--- config.mk ---
export PLATFORM = sky130hd
export DESIGN_NAME = bus_xcvr
export DESIGN_NICKNAME = d
export VERILOG_FILES = /design/src/rtl/bus_xcvr_pkg.sv /design/src/rtl/bus_xcvr_lane.sv /design/src/rtl/bus_xcvr_path.sv /design/src/rtl/bus_xcvr_contend.sv /design/src/rtl/bus_xcvr.sv
export SDC_FILE = /design/constraint.sdc
export NUM_CORES = 1
export LEC_CHECK = 0
export BUFFER_PORTS_ARGS = -buffer_cell sky130_fd_sc_hd__buf_2
export CAP_MARGIN = 20
export CORE_MARGIN = 5
export CORE_UTILIZATION = 51
export CTS_CLUSTER_SIZE = 8
export DETAILED_ROUTE_END_ITERATION = 12
export GPL_ROUTABILITY_DRIVEN = 0
export PLACE_DENSITY_LB_ADDON = 0.12
export SYNTH_ARGS = -nofsm -noshare
export SYNTH_HDL_FRONTEND = slang
export SYNTH_SLANG_ARGS = --single-unit
--- constraint.sdc ---
create_clock -name clk -period 1.8 [get_ports clk]
set_input_delay 0.18 -clock clk [delete_from_list [all_inputs] [get_ports clk]]
set_output_delay 0.18 -clock clk [all_outputs]
set_load 0.005 [all_outputs]
--- src/rtl/bus_xcvr_pkg.sv ---
// Package: shared types for the byte-split bidirectional transceiver.
// Assumes all control signals are active low.
package bus_xcvr_pkg;

    // Control bundle of one direction in one byte lane.
    typedef struct packed {
        logic en_n;
        logic le_n;
        logic oe_n;
    } lane_ctl_t;

    // True when the lane's bank is open (transparent and capturing).
    function automatic logic lane_open(input lane_ctl_t c);
        return !c.en_n && !c.le_n;
    endfunction

    // True when the lane's destination is enabled, ignoring reset.
    function automatic logic lane_enabled(input lane_ctl_t c);
        return !c.en_n && !c.oe_n;
    endfunction

endpackage

--- src/rtl/bus_xcvr_lane.sv ---
// Module: one byte lane of one direction.
// It holds the storage for the lane and selects live or stored data for
// the destination bus.
// Assumes: synchronous active-low reset; an undriven lane reads zero.
module bus_xcvr_lane
    import bus_xcvr_pkg::*;
#(
    parameter int LANE_W = 8
) (
    input  logic              clk,
    input  logic              rst_n,
    input  logic [LANE_W-1:0] din,
    input  lane_ctl_t         ctl,
    output logic [LANE_W-1:0] dout,
    output logic              drive
);

    logic [LANE_W-1:0] held;
    logic              open_w;

    assign open_w = lane_open(ctl);

    // Storage: follows the source while open, otherwise keeps its value.
    always_ff @(posedge clk) begin
        if (!rst_n) begin
            held <= '0;
        end else if (open_w) begin
            held <= din;
        end
    end

    // Drive qualification: suppressed while reset is asserted.
    always_comb begin
        drive = rst_n && lane_enabled(ctl);
    end

    // Output select: live data when transparent, stored data otherwise.
    always_comb begin
        if (!drive) begin
            dout = '0;
        end else if (open_w) begin
            dout = din;
        end else begin
            dout = held;
        end
    end

endmodule

--- src/rtl/bus_xcvr_path.sv ---
// Module: one transfer direction across all byte lanes.
// Assumes: the control vectors carry one bit per lane, with lane 0 at bit 0.
module bus_xcvr_path
    import bus_xcvr_pkg::*;
#(
    parameter int LANES  = 2,
    parameter int LANE_W = 8,
    localparam int W     = LANES * LANE_W
) (
    input  logic             clk,
    input  logic             rst_n,
    input  logic [W-1:0]     src,
    input  logic [LANES-1:0] en_n,
    input  logic [LANES-1:0] le_n,
    input  logic [LANES-1:0] oe_n,
    output logic [W-1:0]     dst,
    output logic [LANES-1:0] drive
);

    for (genvar g = 0; g < LANES; g++) begin : g_lane
        lane_ctl_t ctl;

        // Control bundling: collect this lane's three control bits.
        always_comb begin
            ctl.en_n = en_n[g];
            ctl.le_n = le_n[g];
            ctl.oe_n = oe_n[g];
        end

        bus_xcvr_lane #(.LANE_W(LANE_W)) u_lane (
            .clk  (clk),
            .rst_n(rst_n),
            .din  (src[g*LANE_W +: LANE_W]),
            .ctl  (ctl),
            .dout (dst[g*LANE_W +: LANE_W]),
            .drive(drive[g])
        );
    end

endmodule

--- src/rtl/bus_xcvr_contend.sv ---
// Module: per-lane detection of both buses driven at once.
// It only reports the condition; both drives stay on.
// Assumes: the drive flags are already qualified by reset.
module bus_xcvr_contend #(
    parameter int LANES = 2
) (
    input  logic [LANES-1:0] a_drive,
    input  logic [LANES-1:0] b_drive,
    output logic [LANES-1:0] clash
);

    for (genvar g = 0; g < LANES; g++) begin : g_chk
        // Clash detection: flag when one lane drives both sides.
        always_comb begin
            clash[g] = a_drive[g] && b_drive[g];
        end
    end

endmodule

--- src/rtl/bus_xcvr.sv ---
// Module: top of the byte-split bidirectional latched transceiver.
// It places two opposing storage paths between buses A and B and flags
// lanes that drive both buses at once.
// Assumes: tri-state pins are modelled as a data port plus a drive flag.
module bus_xcvr #(
    parameter int LANES  = 2,
    parameter int LANE_W = 8,
    localparam int W     = LANES * LANE_W
) (
    input  logic             clk,
    input  logic             rst_n,
    input  logic [W-1:0]     a_in,
    input  logic [W-1:0]     b_in,
    input  logic [LANES-1:0] ab_en_n,
    input  logic [LANES-1:0] ab_le_n,
    input  logic [LANES-1:0] ab_oe_n,
    input  logic [LANES-1:0] ba_en_n,
    input  logic [LANES-1:0] ba_le_n,
    input  logic [LANES-1:0] ba_oe_n,
    output logic [W-1:0]     a_out,
    output logic [LANES-1:0] a_drive,
    output logic [W-1:0]     b_out,
    output logic [LANES-1:0] b_drive,
    output logic [LANES-1:0] contention
);

    // A-to-B direction.
    bus_xcvr_path #(.LANES(LANES), .LANE_W(LANE_W)) u_ab (
        .clk  (clk),
        .rst_n(rst_n),
        .src  (a_in),
        .en_n (ab_en_n),
        .le_n (ab_le_n),
        .oe_n (ab_oe_n),
        .dst  (b_out),
        .drive(b_drive)
    );

    // B-to-A direction.
    bus_xcvr_path #(.LANES(LANES), .LANE_W(LANE_W)) u_ba (
        .clk  (clk),
        .rst_n(rst_n),
        .src  (b_in),
        .en_n (ba_en_n),
        .le_n (ba_le_n),
        .oe_n (ba_oe_n),
        .dst  (a_out),
        .drive(a_drive)
    );

    bus_xcvr_contend #(.LANES(LANES)) u_contend (
        .a_drive(a_drive),
        .b_drive(b_drive),
        .clash  (contention)
    );

endmodule

==> results of run 1 <==
layout by cell type, fill, tap and decap left out:
master    netlist  layout
nor2_1         32      32
dfxtp_1        32      32
or2_2           1       1
or2_0           3       3
o21ai_0        28      28
nor3_2          2       2
buf_2          10      83
o21ai_1         4       4
clkbuf_1       11       2
mux2i_1        32      32
nand2_1        32      32
inv_1           4       4
buf_4           6       3
o211ai_1       32      32
or3b_1          4       4
clkbuf_8        0       6
worst reg2reg max path, delay by kind of cell (launching register included):
| family | cells | cell delay (ns) |
|---|---|---|
| flip-flops | 1 | 0.32 |
| AO/OA/AOI/OAI | 2 | 0.20 |
routing by layer:
metal  vias up  global-route usage [%]
met3         5                    5.26
li1        944                       -
met1       805                    23.8
met4         0                    6.26
met2        65                    27.6
met5         -                       0
final cells by class:
cell class	count	area share (%)
Multi-Input combinational cell	170	45.6
Sequential cell	32	28.0
Timing Repair Buffer	86	19.2
Clock buffer	8	3.94
Tap cell	48	2.63
Inverter	4	0.657
sequential cells by signal, indices dropped and copies added (netlist names):
signal                   count
u_ab.g_lane.u_lane.held     16
u_ba.g_lane.u_lane.held     16
worst max-delay path by stage:
stage | slack (ns) | cells after the start | end | startpoint
floorplan | 0.67 | 5 | b_drive[0] | ab_en_n[0]
global placement | 0.35 | 4 | contention[1] | rst_n
detailed placement | 0.31 | 4 | contention[1] | rst_n
CTS | 0.32 | 4 | contention[1] | rst_n
global route | 0.25 | 4 | contention[1] | rst_n
finish | 0.35 | 4 | a_out[15] | rst_n
power by group through the flow:
| stage | sequential [mW] | clock, mW | combinational (mW) |
|---|---|---|---|
| 5_1_grt | 0.765 | 0.612 | 0.296 |
| 4_1_cts | 0.761 | 0.572 | 0.263 |
| 2_1_floorplan | 0.771 | 0 | 0.182 |
| 3_5_place_dp | 0.776 | 0 | 0.261 |
| 6_report | 0.761 | 0.554 | 0.260 |
| 3_3_place_gp | 0.775 | 0 | 0.258 |
per-stage QoR:
stage	setup WS (ns)	hold WS (ns)	utilization, %
3_5_place_dp	0.311	0.448	60.9
5_1_grt	0.248	0.161	63.4
2_1_floorplan	0.675	0.319	-
4_1_cts	0.316	0.151	63.4
3_3_place_gp	0.352	0.438	60.9
6_report	0.349	0.159	63.4
kinds of logic (layout without fill, tap and decap cells):
group                  after synthesis  in the layout  share of synthesized area, %
AOI/OAI and AO/OA                   64             64                          21.3
muxes                               32             32                          17.1
buffers and inverters               35             98                          10.5
DFF                                 32             32                          34.1
and+or+nand+nor                     74             74                          17.1
==> metrics, run 1 <==
Final Instance Count excl. Fillers 348; Via density 5.23; drt wl/cell 12.6 um; top cell type by total area after synthesis dfxtp_1; cts hold-fix bufs 0; Syn Area/Cell ~7.9 sq um; synthesized area 1880 sq um; row count 22; I/O pins 84; largest net degree at the start of global routing 31; post-route cell area 2280 sq um; Hold Path Stages 3; initial antenna violation count 0; final worst path period need 1.45 ns; # Post-CTS Setup Buffers 0; total CTS buffers 5; DRT antenna net count 0; Post-layout nets 345; WP data required 1.62 ns; Synth Flop Type dfxtp_1; Starting Density 52.1%; fmax 689 MHz; area of the multi-input gates 1040 sq um; Setup Skew 0 ns; Worst setup EP type primary output; worst slew pin tran 0.393 ns; GRT overflow 0; Top Family by Delay on Critical Path simple AND/OR/NAND/NOR gates; Worst Path Max Fanout 13; Post-Synthesis Cells 237; EDFF count, synth 0; CTS tree done; CP Class in -> out; drt pass-1 iters 4; area of the core 3610 sq um; Synth top area share between 30% and 40%; CP max stage delay 0.55 ns; Die Wd just over 70 um; leakage power 1.12 nW; cell area power density between 600 and 700 nW/um^2; Max Cap Violations 0; synth-to-layout area growth 21.7%; Worst R2R Start u_ab.g_lane[1].u_lane.held[1]$_SDFF_PN0_; Total GRT Usage 17.9%; n_diodes 0; Top cell by count, worst path buf_2; fin crit share 80.6%; register area share after synthesis 34.1%; reg2reg end u_ab.g_lane[1].u_lane.held[1]$_SDFF_PN0_; # DRC 0; root buffer cell clkbuf_8; Mapped Nets 283; critical path's slowest cell or3b_1; fillcell total 347; sequential fraction of design power 48.3%; Synth cell types 16; Slew HR 73.8%; Comb power frac 16.5%; Arr. time, crit path 1.27 ns; asr flop ratio synth 0%; FF+latch area between 600 and 700 sq um; Synth Warn # 0; VDD IR max 0.526 mV; CTS max path bufs 2; Final Hold Fails 0; status finished clean; vias after detailed routing 1,819; clk sinks 32; Internal Power 1.17 mW; Top Layer Used met4; WL met3 338 um; Clock Latency Late Sink 0.27 ns; overall die area 5000 sq um; synthesized flop and latch total 32; hold path start a_in[14]; hold path endpoint u_ab.g_lane[1].u_lane.held[6]$_SDFF_PN0_; DP HPWL 3180 um; CTS clk-pin slew, worst paths 0.06 ns; NetSw 406 uW; Post-CTS Resized 0; placed instance count 340; DP Area 2190 sq um; WL met1 roughly 2000 um; Reg2Reg Setup Slack 1.16 ns; RSZ-0062 raised after global routing no; Port Buffers 83; TNS Setup 0 ns; Worst Reg-to-Reg Cells 2; Post-synth top cells 32 x dfxtp_1, 32 x mux2i_1, 32 x nand2_1, 32 x nor2_1, 32 x o211ai_1; initial DRC count 123; largest cells by area after synthesis dfxtp_1 34%, mux2i_1 17%, o211ai_1 13%; CP startpoint kind input port; Clock power frac a little over a third; first-pass GRT wire length 7420 um; met2 wire len 1990 um; switching part of the total 25.8%; vias in the first global route ~1.7k; Vert. Die Dim between 70 and 80 um; final total power 1.58 mW; Final Setup Violations 0; CP bufs+invs 2; Cell Chain, Critical Path buf_2 -> or3b_1 -> nor2_1 -> buf_2; layout cells sized above 1 31.7%; worst min path class in -> reg; max-slew violation count 0; Post-Route WL 4370 um; Clock H-tree levels 2
Power figures use the tool's default switching activity.
==> run 2, diff against run 1 <==
--- a/config.mk
+++ b/config.mk
@@ -8,7 +8,7 @@
 export BUFFER_PORTS_ARGS = -buffer_cell sky130_fd_sc_hd__buf_2
 export CAP_MARGIN = 20
 export CORE_MARGIN = 5
-export CORE_UTILIZATION = 51
+export CORE_UTILIZATION = 42
 export CTS_CLUSTER_SIZE = 8
 export DETAILED_ROUTE_END_ITERATION = 12
 export GPL_ROUTABILITY_DRIVEN = 0
==> constraint.sdc (replaced) <==
create_clock -name clk -period 1.3 [get_ports clk]
set_input_delay 0.13 -clock clk [delete_from_list [all_inputs] [get_ports clk]]
set_output_delay 0.13 -clock clk [all_outputs]
set_load 0.005 [all_outputs]
==> metrics, run 2 (same netlist as run 1, synthesis figures left out) <==
CP startpoint kind input port; critical path depth in cells 4 (unchanged); Reg2Reg Setup Slack 0.67 ns (-0.49 ns); fin crit share 95.0%; fmax 809 MHz; n_diodes 0 (unchanged); post-route cell area 2370 sq um (+3.7%); Regs by FF count u_ab.g_lane.u_lane.held (16), u_ba.g_lane.u_lane.held (16); final worst path period need 1.24 ns; CP max stage delay 0.52 ns (-0.03 ns); Port Buffers 83 (unchanged); status finished clean; Slew HR 75.0% (+1.2 points); Setup Skew 0 ns (unchanged); TNS Setup 0 ns (unchanged); hold path start a_in[11]; total CTS buffers 5 (unchanged); setup ws final 0.0647 ns (-0.284 ns); Arr. time, crit path 1.11 ns (-0.16 ns); Clock H-tree levels 2 (unchanged); GRT overflow 0 (unchanged); max-slew violation count 0 (unchanged); CP Class in -> out; final total power 2.22 mW (+41%); Cell Chain, Critical Path buf_2 -> or3b_1 -> nor2_1 -> buf_2; Post-layout nets 355 (+2.9%); DP Area 2270 sq um (+3.6%); area of the core 4350 sq um (+21%); Top Family by Delay on Critical Path simple AND/OR/NAND/NOR gates; commonest non-fill, non-tap cell in the layout buf_2; Worst R2R Start u_ba.g_lane[1].u_lane.held[6]$_SDFF_PN0_; clk sinks 32 (unchanged); row count 24 (+9.1%); largest net degree at the start of global routing 27 (-13%); Final Instance Count excl. Fillers 362 (+4.0%); # DRC 0 (unchanged); CTS clk-pin slew, worst paths 0.06 ns (about the same); layout cells sized above 1 34.5% (+2.8 points); drt pass-1 iters 4 (unchanged); cell area power density 936 nW/um^2 (+36%); DP HPWL 3350 um (+5.4%); FF+latch area 641 sq um (unchanged); Top cell by count, worst path buf_2; WP data required 1.17 ns (-0.45 ns); Via density 5.00 (-4.4%); vias after detailed routing 1,809 (-0.55%); Final Setup Violations 0 (unchanged); Final Hold Fails 0 (unchanged); initial antenna violation count 0 (unchanged); Setup WS pre-CTS -0.00566 ns (-0.317 ns); Hold Path Stages 3 (unchanged); worst min path class in -> reg; initial DRC count 69 (-44%); CTS tree done; Post-Route WL 4560 um (+4.4%); vias in the first global route 1,676 (+1.6%); first-pass GRT wire length 7780 um (+4.9%); root buffer cell clkbuf_8; VDD IR max 0.494 mV (-6.0%); synth-to-layout area growth 26.2%; DRT antenna net count 0 (unchanged); fillcell total 440 (+27%); Clock Latency Late Sink 0.27 ns (about the same); RSZ-0062 raised after global routing yes; reg2reg end u_ba.g_lane[1].u_lane.held[6]$_SDFF_PN0_; hold path endpoint u_ab.g_lane[1].u_lane.held[3]$_SDFF_PN0_; drt wl/cell 12.6 um (+0.36%); I/O pins 84 (unchanged); Die Wd 76.9 um (+8.8%); worst slew pin tran 0.375 ns (-0.0173 ns); critical path's slowest cell or3b_1; cts hold-fix bufs 0 (unchanged); CP bufs+invs 2 (unchanged); Worst Path Max Fanout 9 (-4); Starting Density 43.1% (-8.9 points); area of the multi-input gates 1050 sq um (+0.48%); placed instance count 354 (+4.1%); Worst setup EP type primary output; Final Util 54.4% (-8.9 points); leakage power 1.17 nW (+4.3%); Vert. Die Dim 76.9 um (+8.8%); Worst Reg-to-Reg Cells 2 (unchanged); Total GRT Usage 15.5% (-2.4 points); Max Cap Violations 0 (unchanged); final hold slack 0.104 ns (-0.0550 ns); overall die area 5910 sq um (+18%); CTS max path bufs 2 (unchanged)
## run 2: changes by cell type in the layout (fill, tap and decap cells not counted)
cell    change
or3b_4      +2
or3b_1      -2
buf_4      +10
## run 2: worst max path at each step
stage	slack [ns]	startpoint	end
floorplan	0.27	ab_en_n[0]	b_drive[0]
global placement	0.003	rst_n	contention[0]
detailed placement	-0.006	rst_n	contention[0]
CTS	0.003	rst_n	contention[1]
global route	-0.03	rst_n	b_out[13]
finish	0.06	rst_n	a_out[7]
## run 2: routing by layer
layer	wire [um]	share of wire, %	global-route usage (%)
met1	2070	45	20.7
met3	448	9.8	5.50
met4	19	0.42	3.67
met2	2020	44	23.6
met5	0	0	0
## run 2: tightest hold or removal path, cell delays in order
cell	delay (ns)
buf_2	0.10
nand2_1	0.05
o21ai_1	0.05
## run 2: cell type report
class                   count  share of cell area, %
repair buffers             96                   21.6
clock buffers               8                   3.80
multi-input cells         170                   44.1
well taps                  52                   2.75
flip-flops and latches     32                   27.0
inverters                   4                  0.634
## run 2: power by group
part	leakage, nW	switching [mW]	internal, mW	total [mW]
clock	0.0455	0.345	0.431	0.776
combinational	0.861	0.207	0.181	0.388
sequential	0.262	0.0240	1.03	1.05
total	1.17	0.576	1.64	2.22
## run 2: timing repair
item,CTS,global route
setup buffers,0,0
endpoints found under the setup margin,1,6
resized for setup,1,1
pin swaps,0,0
==> run 3, diff against run 2 <==
--- a/config.mk
+++ b/config.mk
@@ -8,11 +8,13 @@
 export BUFFER_PORTS_ARGS = -buffer_cell sky130_fd_sc_hd__buf_2
 export CAP_MARGIN = 20
 export CORE_MARGIN = 5
-export CORE_UTILIZATION = 42
+export CORE_UTILIZATION = 44
+export CTS_BUF_LIST = sky130_fd_sc_hd__clkbuf_4 sky130_fd_sc_hd__clkbuf_8
 export CTS_CLUSTER_SIZE = 8
 export DETAILED_ROUTE_END_ITERATION = 12
 export GPL_ROUTABILITY_DRIVEN = 0
 export PLACE_DENSITY_LB_ADDON = 0.12
+export SKIP_LAST_GASP = 1
 export SYNTH_ARGS = -nofsm -noshare
 export SYNTH_HDL_FRONTEND = slang
 export SYNTH_SLANG_ARGS = --single-unit
==> metrics, run 3 (same netlist as run 1, synthesis figures left out) <==
status finished clean; CTS tree done; Worst R2R Start u_ab.g_lane[1].u_lane.held[4]$_SDFF_PN0_; I/O pins 84 (unchanged); CP Class in -> out; CP startpoint kind input port; largest net degree at the start of global routing 33 (+22%); drt wl/cell 12.8 um (+1.2%); CTS max path bufs 2 (unchanged); final worst path period need 1.24 ns (+0.00104 ns); Final Util 59.1% (+4.7 points); Post-Route WL 4630 um (+1.5%); commonest non-fill, non-tap cell in the layout buf_2; Final Hold Fails 0 (unchanged); Via density 5.12 (+2.4%); n_diodes 0 (unchanged); vias after detailed routing 1,857 (+2.7%); leakage power 1.19 nW (+1.6%); DP HPWL 3460 um (+3.3%); Reg2Reg Setup Slack 0.66 ns (about the same); Worst Reg-to-Reg Cells 2 (unchanged); synth-to-layout area growth 27.6%; first-pass GRT wire length 7470 um (-4.0%); Regs by FF count u_ab.g_lane.u_lane.held (16), u_ba.g_lane.u_lane.held (16); root buffer cell clkbuf_8; CP Capture Point a_out[13]; Max Cap Violations 0 (unchanged); fin crit share 95.1% (about the same); CTS clk-pin slew, worst paths 0.06 ns (about the same); DRT antenna net count 0 (unchanged); Total GRT Usage 16.9% (+1.4 points); vias in the first global route 1,711 (+2.1%); final total power 2.26 mW (+2.0%); total CTS buffers 5 (unchanged); Arr. time, crit path 1.11 ns (about the same); TNS Setup 0 ns (unchanged); initial DRC count 93 (+35%); Setup Skew 0 ns (unchanged); Port Buffers 83 (unchanged); worst min path class in -> reg; # DRC 0 (unchanged); clk sinks 32 (unchanged); fillcell total 400 (-9.1%); Worst Path Max Fanout 9 (unchanged); area of the core 4060 sq um (-6.8%); Final Setup Violations 0 (unchanged); # Post-CTS Setup Buffers 0 (unchanged); drt pass-1 iters 6 (+2); Clock Latency Late Sink 0.28 ns (about the same); VDD IR max 0.722 mV (+46%); Post-layout nets 358 (+0.85%); Clock H-tree levels 2 (unchanged); Starting Density 46.3% (+3.2 points); row count 23 (-4.2%); Vert. Die Dim 75.3 um (-2.0%); fmax 809 MHz (about the same); GRT overflow 0 (unchanged); Slew HR 74.9% (about the same); cell area power density 944 nW/um^2 (+0.87%); WP data required 1.17 ns (about the same); initial antenna violation count 0 (unchanged); layout cells sized above 1 35.5% (+0.95 points); worst slew pin tran 0.376 ns (+0.000696 ns); critical path startpoint rst_n; Die Wd 75.3 um (-2.0%); RSZ-0062 raised after global routing no; max-slew violation count 0 (unchanged); overall die area 5670 sq um (-4.0%); reg2reg end u_ab.g_lane[1].u_lane.held[4]$_SDFF_PN0_; Worst setup EP type primary output
==> run 3: changes by cell type in the layout (fill, tap and decap cells not counted) <==
cell / previous run / this run
clkbuf_1: 2 / 0
or3b_4: 2 / 1
clkbuf_4: 0 / 3
buf_2: 83 / 82
or3b_1: 2 / 3
buf_4: 13 / 16
==> run 3: metal layers <==
layer / track usage [%] / up-vias / routed length (um)
met5: 0 / - / 0
met4: 5.24 / 0 / 36
met3: 4.49 / 4 / 378
met2: 27.9 / 52 / 2120
met1: 21.5 / 828 / 2100
li1: - / 973 / -
==> run 3: metrics by stage <==
stage               std cells  hold WS (ns)  worst slack [ns]  cell area (sq um)
floorplan                 237         0.269             0.275               1880
global placement          355         0.392            0.0503               2290
detailed placement        355         0.403            0.0577               2290
CTS                       363         0.103            0.0473               2390
global route              363         0.109           0.00440               2400
finish                    363         0.107            0.0636               2400
==> run 3: worst min path at each step <==
stage                   from                                        to  slack [ns]  cells after the start
global route         a_in[7]  u_ab.g_lane[0].u_lane.held[7]$_SDFF_PN0_        0.11                      3
detailed placement   a_in[2]  u_ab.g_lane[0].u_lane.held[2]$_SDFF_PN0_        0.40                      3
global placement    a_in[11]  u_ab.g_lane[1].u_lane.held[3]$_SDFF_PN0_        0.39                      3
CTS                 a_in[11]  u_ab.g_lane[1].u_lane.held[3]$_SDFF_PN0_        0.10                      3
finish              a_in[11]  u_ab.g_lane[1].u_lane.held[3]$_SDFF_PN0_        0.11                      3
floorplan           a_in[14]  u_ab.g_lane[1].u_lane.held[6]$_SDFF_PN0_        0.27                      2
==> run 3: worst max-delay path, stage by stage <==
cell	delay [ns]
clkbuf_4	0.16
or3b_1	0.38
buf_4	0.18
nor2_1	0.13
buf_2	0.13
==> run 3: where the power goes <==
part	total, mW	internal, mW	switching [mW]
logic	0.392	0.184	0.208
clock network	0.817	0.473	0.344
registers	1.05	1.03	0.0241
total	2.26	1.69	0.576
==> run 3: cell type report <==
cell class                      instances  area (sq um)  share of cell area [%]
Timing Repair Buffer                   99           538                    22.4
Inverter                                4          15.0                   0.626
Tap cell                               50          62.6                    2.61
Multi-Input combinational cell        170          1040                    43.5
Sequential cell                        32           641                    26.7
Clock buffer                            8          97.6                    4.07
==> run 3: what timing repair did <==
action                     in CTS  in global routing
setup endpoints to repair       0                 11
gates resized for setup         0                  2
hold buffers                    0                  0
